File: src/rtl/flash_cui_pkg.sv
package flash_cui_pkg;
  typedef enum logic [1:0] {
    MODE_ARRAY  = 2'd0,
    MODE_STATUS = 2'd1,
    MODE_IDENT  = 2'd2
  } rd_mode_e;

  localparam logic [7:0] CMD_ARRAY  = 8'hFF;
  localparam logic [7:0] CMD_STATUS = 8'h70;
  localparam logic [7:0] CMD_CLEAR  = 8'h50;
  localparam logic [7:0] CMD_IDENT  = 8'h90;

  localparam logic [7:0] MFR_CODE   = 8'h89;
  localparam logic [7:0] DEV_SMALL  = 8'h14;
  localparam logic [7:0] DEV_BIG    = 8'h15;

  localparam int SR_READY = 7;
  localparam int SR_SUSP  = 6;
  localparam logic [15:0] BUSY_MASK = 16'h0080;
endpackage

File: src/rtl/cui_cmd_decode.sv
module cui_cmd_decode
  import flash_cui_pkg::*;
(
  input  logic       clk_i,
  input  logic       rst_ni,
  input  logic       cmd_wr_i,
  input  logic [7:0] cmd_i,
  output rd_mode_e   mode_o,
  output logic       clr_req_o
);
  rd_mode_e mode_q;
  logic     known;

  assign known = (cmd_i == CMD_ARRAY) || (cmd_i == CMD_STATUS) ||
                 (cmd_i == CMD_IDENT) || (cmd_i == CMD_CLEAR);

  always_ff @(posedge clk_i or negedge rst_ni) begin
    if (!rst_ni) begin
      mode_q <= MODE_ARRAY;
    end else if (cmd_wr_i) begin
      unique case (cmd_i)
        CMD_ARRAY:  mode_q <= MODE_ARRAY;
        CMD_STATUS: mode_q <= MODE_STATUS;
        CMD_IDENT:  mode_q <= MODE_IDENT;
        default:    mode_q <= mode_q;
      endcase
    end
  end

  assign mode_o    = mode_q;
  assign clr_req_o = cmd_wr_i && (cmd_i == CMD_CLEAR);

  assert_unknown_keeps_mode_R3: assert property (@(posedge clk_i) disable iff (!rst_ni)
    (cmd_wr_i && !known) |=> $stable(mode_q));

  assert_clear_keeps_mode_R8: assert property (@(posedge clk_i) disable iff (!rst_ni)
    clr_req_o |=> $stable(mode_q));
endmodule

File: src/rtl/cui_status_reg.sv
module cui_status_reg
  import flash_cui_pkg::*;
(
  input  logic       clk_i,
  input  logic       rst_ni,
  input  logic       start_i,
  input  logic       suspend_i,
  input  logic       resume_i,
  input  logic       done_i,
  input  logic [3:0] err_i,
  input  logic       clr_req_i,
  output logic [7:0] sr_o
);
  logic       ready_q;
  logic       susp_q;
  logic [3:0] err_q;
  logic       clr_ok;

  assign clr_ok = clr_req_i && ready_q;

  always_ff @(posedge clk_i or negedge rst_ni) begin
    if (!rst_ni) begin
      ready_q <= 1'b1;
      susp_q  <= 1'b0;
    end else if (start_i && ready_q && !susp_q) begin
      ready_q <= 1'b0;
    end else if (done_i && !ready_q) begin
      ready_q <= 1'b1;
    end else if (suspend_i && !ready_q) begin
      ready_q <= 1'b1;
      susp_q  <= 1'b1;
    end else if (resume_i && susp_q) begin
      ready_q <= 1'b0;
      susp_q  <= 1'b0;
    end
  end

  // done only lands while busy, clear only while ready: never both
  always_ff @(posedge clk_i or negedge rst_ni) begin
    if (!rst_ni)                err_q <= '0;
    else if (clr_ok)            err_q <= '0;
    else if (done_i && !ready_q) err_q <= err_q | err_i;
  end

  assign sr_o = {ready_q, susp_q, err_q[3], err_q[2], err_q[1], 1'b0, err_q[0], 1'b0};

  assert_sticky_R7: assert property (@(posedge clk_i) disable iff (!rst_ni)
    !clr_ok |=> ((err_q & $past(err_q)) == $past(err_q)));

  assert_clear_busy_ignored_R8: assert property (@(posedge clk_i) disable iff (!rst_ni)
    (clr_req_i && !ready_q && !done_i) |=> $stable(err_q));

  assert_done_ready_R6: assert property (@(posedge clk_i) disable iff (!rst_ni)
    (done_i && !ready_q) |=> sr_o[SR_READY]);

  assert_suspend_R9: assert property (@(posedge clk_i) disable iff (!rst_ni)
    (suspend_i && !ready_q && !done_i) |=> (sr_o[SR_READY] && sr_o[SR_SUSP]));
endmodule

File: src/rtl/cui_read_mux.sv
module cui_read_mux
  import flash_cui_pkg::*;
#(
  parameter int ADDR_W   = 8,
  parameter int BLK_LSB  = 4,
  parameter bit BIG_PART = 1'b0,
  localparam int BLK_W   = ADDR_W - BLK_LSB,
  localparam int NUM_BLK = 1 << BLK_W
) (
  input  logic               clk_i,
  input  logic               rst_ni,
  input  logic               ce_ni,
  input  logic               oe_ni,
  input  rd_mode_e           mode_i,
  input  logic [7:0]         sr_i,
  input  logic [ADDR_W-1:0]  addr_i,
  input  logic [15:0]        array_data_i,
  input  logic [NUM_BLK-1:0] blk_lock_i,
  input  logic               master_lock_i,
  output logic [15:0]        data_o,
  output logic [15:0]        oe_o
);
  logic        rd_en;
  logic        en_q;
  logic [7:0]  latch_q;
  logic [7:0]  dev_code;
  logic [7:0]  id_byte;
  logic [BLK_W-1:0] blk_idx;
  logic        unused_addr_bits;

  assign rd_en   = !ce_ni && !oe_ni;
  assign blk_idx = addr_i[ADDR_W-1:BLK_LSB];
  assign unused_addr_bits = ^{addr_i[BLK_LSB-1:3], addr_i[0]};

  generate
    if (BIG_PART) begin : g_big
      assign dev_code = DEV_BIG;
    end else begin : g_small
      assign dev_code = DEV_SMALL;
    end
  endgenerate

  always_ff @(posedge clk_i or negedge rst_ni) begin
    if (!rst_ni) begin
      en_q    <= 1'b0;
      latch_q <= 8'h80;
    end else begin
      en_q <= rd_en;
      if (rd_en && !en_q) latch_q <= sr_i;
    end
  end

  always_comb begin
    unique case (addr_i[2:1])
      2'd0:    id_byte = MFR_CODE;
      2'd1:    id_byte = dev_code;
      2'd2:    id_byte = {7'd0, blk_lock_i[blk_idx]};
      default: id_byte = {7'd0, master_lock_i};
    endcase
  end

  always_comb begin
    data_o = '0;
    oe_o   = '0;
    if (en_q && rd_en) begin
      oe_o = 16'hFFFF;
      unique case (mode_i)
        MODE_STATUS: begin
          if (latch_q[SR_READY]) data_o = {8'h00, latch_q};
          else                   oe_o   = BUSY_MASK;
        end
        MODE_IDENT: data_o = {8'h00, id_byte};
        default:    data_o = array_data_i;
      endcase
    end
  end

  assert_latch_hold_R4: assert property (@(posedge clk_i) disable iff (!rst_ni)
    (rd_en && en_q) |=> $stable(latch_q));

  assert_busy_mask_R5: assert property (@(posedge clk_i) disable iff (!rst_ni)
    (oe_o != '0 && mode_i == MODE_STATUS && !latch_q[SR_READY]) |-> (oe_o == BUSY_MASK));

  assert_idle_quiet_R1: assert property (@(posedge clk_i) disable iff (!rst_ni)
    !en_q |-> (oe_o == '0 && data_o == '0));
endmodule

File: src/rtl/flash_cui.sv
module flash_cui
  import flash_cui_pkg::*;
#(
  parameter int ADDR_W   = 8,
  parameter int BLK_LSB  = 4,
  parameter bit BIG_PART = 1'b0,
  localparam int NUM_BLK = 1 << (ADDR_W - BLK_LSB)
) (
  input  logic               clk_i,
  input  logic               rst_ni,
  input  logic               cmd_wr_i,
  input  logic [7:0]         cmd_i,
  input  logic               ce_ni,
  input  logic               oe_ni,
  input  logic [ADDR_W-1:0]  addr_i,
  input  logic [15:0]        array_data_i,
  input  logic [NUM_BLK-1:0] blk_lock_i,
  input  logic               master_lock_i,
  input  logic               wsm_start_i,
  input  logic               wsm_suspend_i,
  input  logic               wsm_resume_i,
  input  logic               wsm_done_i,
  input  logic [3:0]         wsm_err_i,
  output logic [15:0]        rd_data_o,
  output logic [15:0]        rd_oe_o
);
  rd_mode_e   mode;
  logic       clr_req;
  logic [7:0] sr;

  cui_cmd_decode u_dec (
    .clk_i     (clk_i),
    .rst_ni    (rst_ni),
    .cmd_wr_i  (cmd_wr_i),
    .cmd_i     (cmd_i),
    .mode_o    (mode),
    .clr_req_o (clr_req)
  );

  cui_status_reg u_sr (
    .clk_i     (clk_i),
    .rst_ni    (rst_ni),
    .start_i   (wsm_start_i),
    .suspend_i (wsm_suspend_i),
    .resume_i  (wsm_resume_i),
    .done_i    (wsm_done_i),
    .err_i     (wsm_err_i),
    .clr_req_i (clr_req),
    .sr_o      (sr)
  );

  cui_read_mux #(
    .ADDR_W   (ADDR_W),
    .BLK_LSB  (BLK_LSB),
    .BIG_PART (BIG_PART)
  ) u_rd (
    .clk_i         (clk_i),
    .rst_ni        (rst_ni),
    .ce_ni         (ce_ni),
    .oe_ni         (oe_ni),
    .mode_i        (mode),
    .sr_i          (sr),
    .addr_i        (addr_i),
    .array_data_i  (array_data_i),
    .blk_lock_i    (blk_lock_i),
    .master_lock_i (master_lock_i),
    .data_o        (rd_data_o),
    .oe_o          (rd_oe_o)
  );
endmodule

File: config.mk
export PLATFORM = sky130hd
export DESIGN_NAME = flash_cui
export DESIGN_NICKNAME = d
export VERILOG_FILES = /design/src/rtl/flash_cui_pkg.sv /design/src/rtl/cui_cmd_decode.sv /design/src/rtl/cui_status_reg.sv /design/src/rtl/cui_read_mux.sv /design/src/rtl/flash_cui.sv
export SDC_FILE = /design/constraint.sdc
export NUM_CORES = 1
export LEC_CHECK = 0
export BUFFER_PORTS_ARGS = -buffer_cell sky130_fd_sc_hd__buf_2
export CAP_MARGIN = 20
export CORE_UTILIZATION = 42
export CTS_CLUSTER_SIZE = 25
export DETAILED_ROUTE_END_ITERATION = 10
export PLACE_DENSITY_LB_ADDON = 0.15
export SLEW_MARGIN = 10
export SYNTH_ARGS = -nofsm -noshare
export SYNTH_HDL_FRONTEND = slang
export SYNTH_SLANG_ARGS = --single-unit
File: constraint.sdc
create_clock -name clk_i -period 5 [get_ports clk_i]
set_clock_uncertainty 0.05 [all_clocks]
set_input_delay 0.5 -clock clk_i [delete_from_list [all_inputs] [get_ports clk_i]]
set_output_delay 0.5 -clock clk_i [all_outputs]
set_load 0.01 [all_outputs]
==> Word level (Yosys, flattened, before mapping) <==
Index checks and enable logic that the tools add are counted.
{ "word_totals": {"ff_bits": 15, "output_inout_bits": 32, "input_bits": 62, "elab_cells": 56} }
{ "classes": {"n_reduce_logical": 22, "n_bitwise": 3, "order_cmp": 1, "eq_ne": 8, "n_mux": 16} }
{ "op_table": {"columns": ["cell", "count"], "rows": [
  ["$mux 16", 4],
  ["$pmux 16 s2", 1],
  ["$pmux 8 s3", 1],
  ["$eq 8x7->1 const B", 2],
  ["$eq 8x8->1 const B", 2],
  ["$logic_and 1x1->1", 10],
  ["$mux 4", 2],
  ["$mux 8", 1],
  ["$pmux 2 s3", 1],
  ["$logic_not 1->1", 5],
  ["$lt 4x5->1 const B", 1],
  ["$mux 1", 5],
  ["$bmux 1 s4", 1],
  ["$eq 2x1->1 const B", 2],
  ["$eq 2x2->1 const B", 2],
  ["$or 4x4->4", 1],
  ["$reduce_bool 2->1", 2],
  ["$reduce_bool 4->1", 1],
  ["$reduce_and 3->1", 1],
  ["$reduce_bool 3->1", 1],
  ["$logic_not 2->1", 1],
  ["$not 1->1", 2],
  ["$reduce_and 2->1", 1]
]} }

==> Longest topological paths before layout <==
{ "depth": {"depth_word": 5, "ltp_mapped": 6, "depth_no_buf": 6} }

==> Cells and area by module <==
From an unflattened synthesis, not the netlist that was laid out.
{ "unflattened": {"hier_cells": 138, "hier_area_um2": 1313.8} }
{ "by_module_without_submodules": {"columns": ["module", "instances", "cells_per_inst", "area_each_um2"], "rows": [
  ["cui_read_mux", 1, 94, 867.1],
  ["cui_status_reg", 1, 25, 277.8],
  ["cui_cmd_decode", 1, 19, 168.9]
]} }

==> Worst setup path after synthesis <==
Ideal clock, no wire load.
{ "synth_timing": {"path_kind": "input-to-output", "from": "input oe_ni", "to": "output rd_oe_o[10]", "path_buffers": 1, "cell_stages": 4, "required_time_ns": 4.450, "arrival_ns": 1.753, "path_slack_ns": 2.697, "cell_sequence": "nor2_1 nand2_1 a21oi_1 buf_4"} }
{ "synth_between": {"elab_chain_len": 4} }
{ "synth_lines": {"columns": ["element", "line_no", "rtl"], "rows": [
  ["from (decl)", "flash_cui.sv:14", "input logic oe_ni,"],
  ["$logic_not 1->1", "cui_read_mux.sv:31", "assign rd_en = !ce_ni && !oe_ni;"],
  ["$logic_and 1x1->1", "cui_read_mux.sv:31", null],
  ["$logic_and 1x1->1", "cui_read_mux.sv:65", "if (en_q && rd_en) begin"],
  ["$mux 16", "cui_read_mux.sv:65", null],
  ["to (decl)", "flash_cui.sv:25", "output logic [15:0] rd_oe_o"]
]} }
Every way passes these cells.

==> Worst setup path in the final report <==
{ "layout_timing": {"from": "register u_dec.mode_q[1], in the netlist u_dec.mode_o[1]", "to": "output rd_data_o[7]"} }
{ "layout_between": {"elab_chain_len": 3, "word_cells_on_any_way": 4, "classes_between": "eq/ne: 2; mux: 2"} }
{ "layout_lines": {"columns": ["element", "line_no", "rtl"], "rows": [
  ["from (decl)", "cui_cmd_decode.sv:11", "rd_mode_e mode_q;"],
  ["from (signal assigned)", "cui_cmd_decode.sv:25", "default: mode_q <= mode_q;"],
  ["$eq 2x2->1 or $eq 2x1->1 (tied branches)", "cui_read_mux.sv:67", "unique case (mode_i)"],
  ["$pmux 16 s2 *", "cui_read_mux.sv:67", null],
  ["$mux 16 *", "cui_read_mux.sv:65", null],
  ["to (decl)", "flash_cui.sv:24", "output logic [15:0] rd_data_o,"]
]} }
Mark *: on every way between the ends. The rest lies on a longest branch, timed or not.

==> results.sh <==
export IMPL_critical_path_slowest_cell="ha_1"
export IMPL_critPathBufInv=1
export IMPL_wl_microns=2829
export IMPL_num_fill_cells=255
export IMPL_synthAdderAreaFrac_pct=2.130
export IMPL_synth_top_family_by_area="simple AND/OR/NAND/NOR gates"
export IMPL_vias=1228
export IMPL_core_area_sq_um=2567
export IMPL_antenna_left=0
export IMPL_dieArea_sq_um=3013
export IMPL_cts_made_buffers=3
export IMPL_firstDrtPassIters=4
export IMPL_synth_area_leaders="dfrtp_1, buf_4, mux2_2"
export IMPL_htree_levels=1
export IMPL_crit_type="flop to output pin"
export IMPL_syn_to_final_growth_pct=33.33
export IMPL_grt_max_degree=24
export IMPL_syn_area_per_cell_sq_um=8.901
export IMPL_cts_clk_slew_worst_paths_ps=80
export IMPL_startpoint="u_dec.mode_o[1]$_DFFE_PN0P_"
export IMPL_ys_warn_count=0
export IMPL_final_nets=274
export IMPL_max_cap_violations=0
export IMPL_synth_compound_area_share_pct=12.78
export IMPL_critPathTopFamily="adder cells"
export IMPL_num_rows=18
export IMPL_synth_cells=132
export IMPL_reg2reg_from="u_rd.en_q$_DFF_PN0_"
export IMPL_wl_per_cell_microns=11.84
export IMPL_grt_overflow=0
export IMPL_clk_latency_ps=260
export IMPL_synth_edf_count=0
export IMPL_die_width_microns=54.89
export IMPL_grt_pass1_wl_microns=3767
export IMPL_critPathMaxStageDelay_ps=660
export IMPL_initial_utilization_pct=45.76
export IMPL_ys_types=36
export IMPL_layout_drive_gt1_share_pct=49.28
export IMPL_cts_tree="done"
export IMPL_port_buffers=91
export IMPL_clock_sinks=15
export IMPL_ys_seq_area_share_pct=32.16
export IMPL_drv_slew=0
export IMPL_ir_worst_vdd_mv=0.1670
export IMPL_fin_setup_tns_ps=0
export IMPL_critPathRequiredTime_ps=4450
export IMPL_fin_crit_sh_pct=50.47
export IMPL_path_max_fanout=23
export IMPL_place_congestion=0.7145
export IMPL_synth_xor_area_share_pct=0
export IMPL_power_density_nw_per_um2=203.2
export IMPL_tightest_slew_ps=774.2
export IMPL_io_pins=94
export IMPL_rsz0062_at_grt="false"
export IMPL_syn_num_nets=196
export IMPL_hold_class="input pin to asynchronous set/reset pin"
export IMPL_place_hpwl_microns=2399
export IMPL_track_usage_pct=17.11
export IMPL_muxShareOfSynthArea_pct=14.70
export IMPL_synth_largest_area_cell="dfrtp_1"
export IMPL_antenna_cells=0
export IMPL_async_flop_share_pct=100.0
export IMPL_ctsResizeCount=0
export IMPL_setup_viol=0
export IMPL_synthTopCellsByCount="buf_4, nor2_1, a21oi_1, dfrtp_1, and3_1"
export IMPL_synth_top_flop_cell="dfrtp_1"
export IMPL_power_uw=318.3
export IMPL_worstPathCellList="ha_1 > nor2_1 > a221oi_1 > buf_2"
export IMPL_hold_violations=0
export IMPL_antenna_found_initial=0
export IMPL_cts_max_path_buffers=2
export IMPL_critPathArrivalTime_ps=1970
export IMPL_drt_initial_drc_count=21
export IMPL_drc=0
export IMPL_cts_setup_buffers=0
export IMPL_cts_hold_buf=0
export IMPL_synth_top_area_share_pct=27.69
export IMPL_grt_pass1_vias=946
export IMPL_p_leak_uw=0.0008590
export IMPL_clock_fmax_mhz=396.3
export IMPL_status="finished, final reports clean"
export IMPL_synthesis_area_sq_um=1175
export IMPL_slew_headroom_pct=47.99
export IMPL_yosys_area_share_simple_pct=25.13
export IMPL_cts_root_buf="clkbuf_4"
export IMPL_via_per_inst=5.138
export IMPL_chipHeight_microns=54.89
export IMPL_finalCriticalPeriod_ps=2523
export IMPL_start_kind="flop"
export IMPL_ys_seq_elements=15
export IMPL_end_kind="output pin"
## path summary, 6_finish.rpt
kind | to | slack, ps | cells after the start
hold / removal | u_sr.err_q[2]$_DFFE_PN0P_ | 70 | 1
setup / recovery | rd_data_o[7] | 2480 | 4
hold reg to reg | u_sr.err_q[3]$_DFFE_PN0P_ | 460 | 2
max in group asynchronous | u_rd.latch_q[7]$_DFFE_PN1P_ | 4550 | 1
min in group clk_i | u_rd.en_q$_DFF_PN0_ | 350 | 2
setup reg to reg | u_rd.latch_q[4]$_DFFE_PN0P_ | 3450 | 2
## metal layers
layer | vias up | track usage, % | wire (microns)
met5 | - | 0 | 0
met4 | 0 | 1.250 | 0
met3 | 0 | 3.279 | 278
met2 | 53 | 32.13 | 1412
met1 | 551 | 20.93 | 1137
li1 | 624 | - | -
## report_power, final
group          internal [uW]  leakage (uW)  switching [uW]
Sequential               144      0.000149            16.1
Clock                   30.8     0.0000150            33.1
Combinational           49.9      0.000695            44.4
Total                    225      0.000859            93.7
## stage by stage
stage	util (%)	std cells	instance area, sq um	worst slack, ps	hold slack [ps]
2_1_floorplan	-	132	1175	2697	154.4
3_3_place_gp	59.99	235	1540	2535	356.7
3_5_place_dp	59.99	235	1540	2514	361.0
4_1_cts	61.01	239	1567	2470	72.25
5_1_grt	61.01	239	1567	2342	68.08
6_report	61.01	239	1567	2477	66.59
## cell families after synthesis
kind of cell,after synthesis
and+or+nand+nor,53
AOI/OAI and AO/OA,25
DFF,15
buffers and inverters,25
adders and majority gates,2
muxes,12
## cell usage in the layout (no fill, tap or decap), types with 2 or more instances in the layout
cell type and count:
nand2b_1 2, dfstp_2 2, and3b_1 2, a21oi_1 13, nand3_1 4, nand4_1 2, nor2_1 14, a221oi_1 2
clkbuf_4 3, mux2_2 6, nor3_1 2, nand2_1 6, dfrtp_1 13, and3_1 9, mux2i_1 3, o21ai_0 3
mux4_1 2, nor3b_1 4, inv_1 7, nor2b_1 3, ha_1 2, buf_2 91
## worst reg2reg max path: cells and delay by family, from the launching register on
| family | cells | cell delay (ps) |
|---|---|---|
| AND/OR/NAND/NOR | 1 | 600 |
| multiplexers | 1 | 410 |
| flip-flops | 1 | 380 |
## registers in the layout (all words and copies together) (netlist names)
register / count
u_rd.en_q: 1
u_dec.mode_o: 2
u_sr.err_q: 4
u_rd.latch_q: 6
u_sr.susp_q: 1
u_sr.ready_q: 1
## layout make-up
class | count | area (sq um) | share of cell area (%)
multi-input cells | 92 | 643.1 | 41.05
repair buffers | 91 | 455.4 | 29.07
flip-flops and latches | 15 | 377.9 | 24.12
well taps | 30 | 37.54 | 2.396
clock buffers | 4 | 26.28 | 1.677
inverters | 7 | 26.28 | 1.677
No activity file was read; power rests on OpenSTA's default activity.
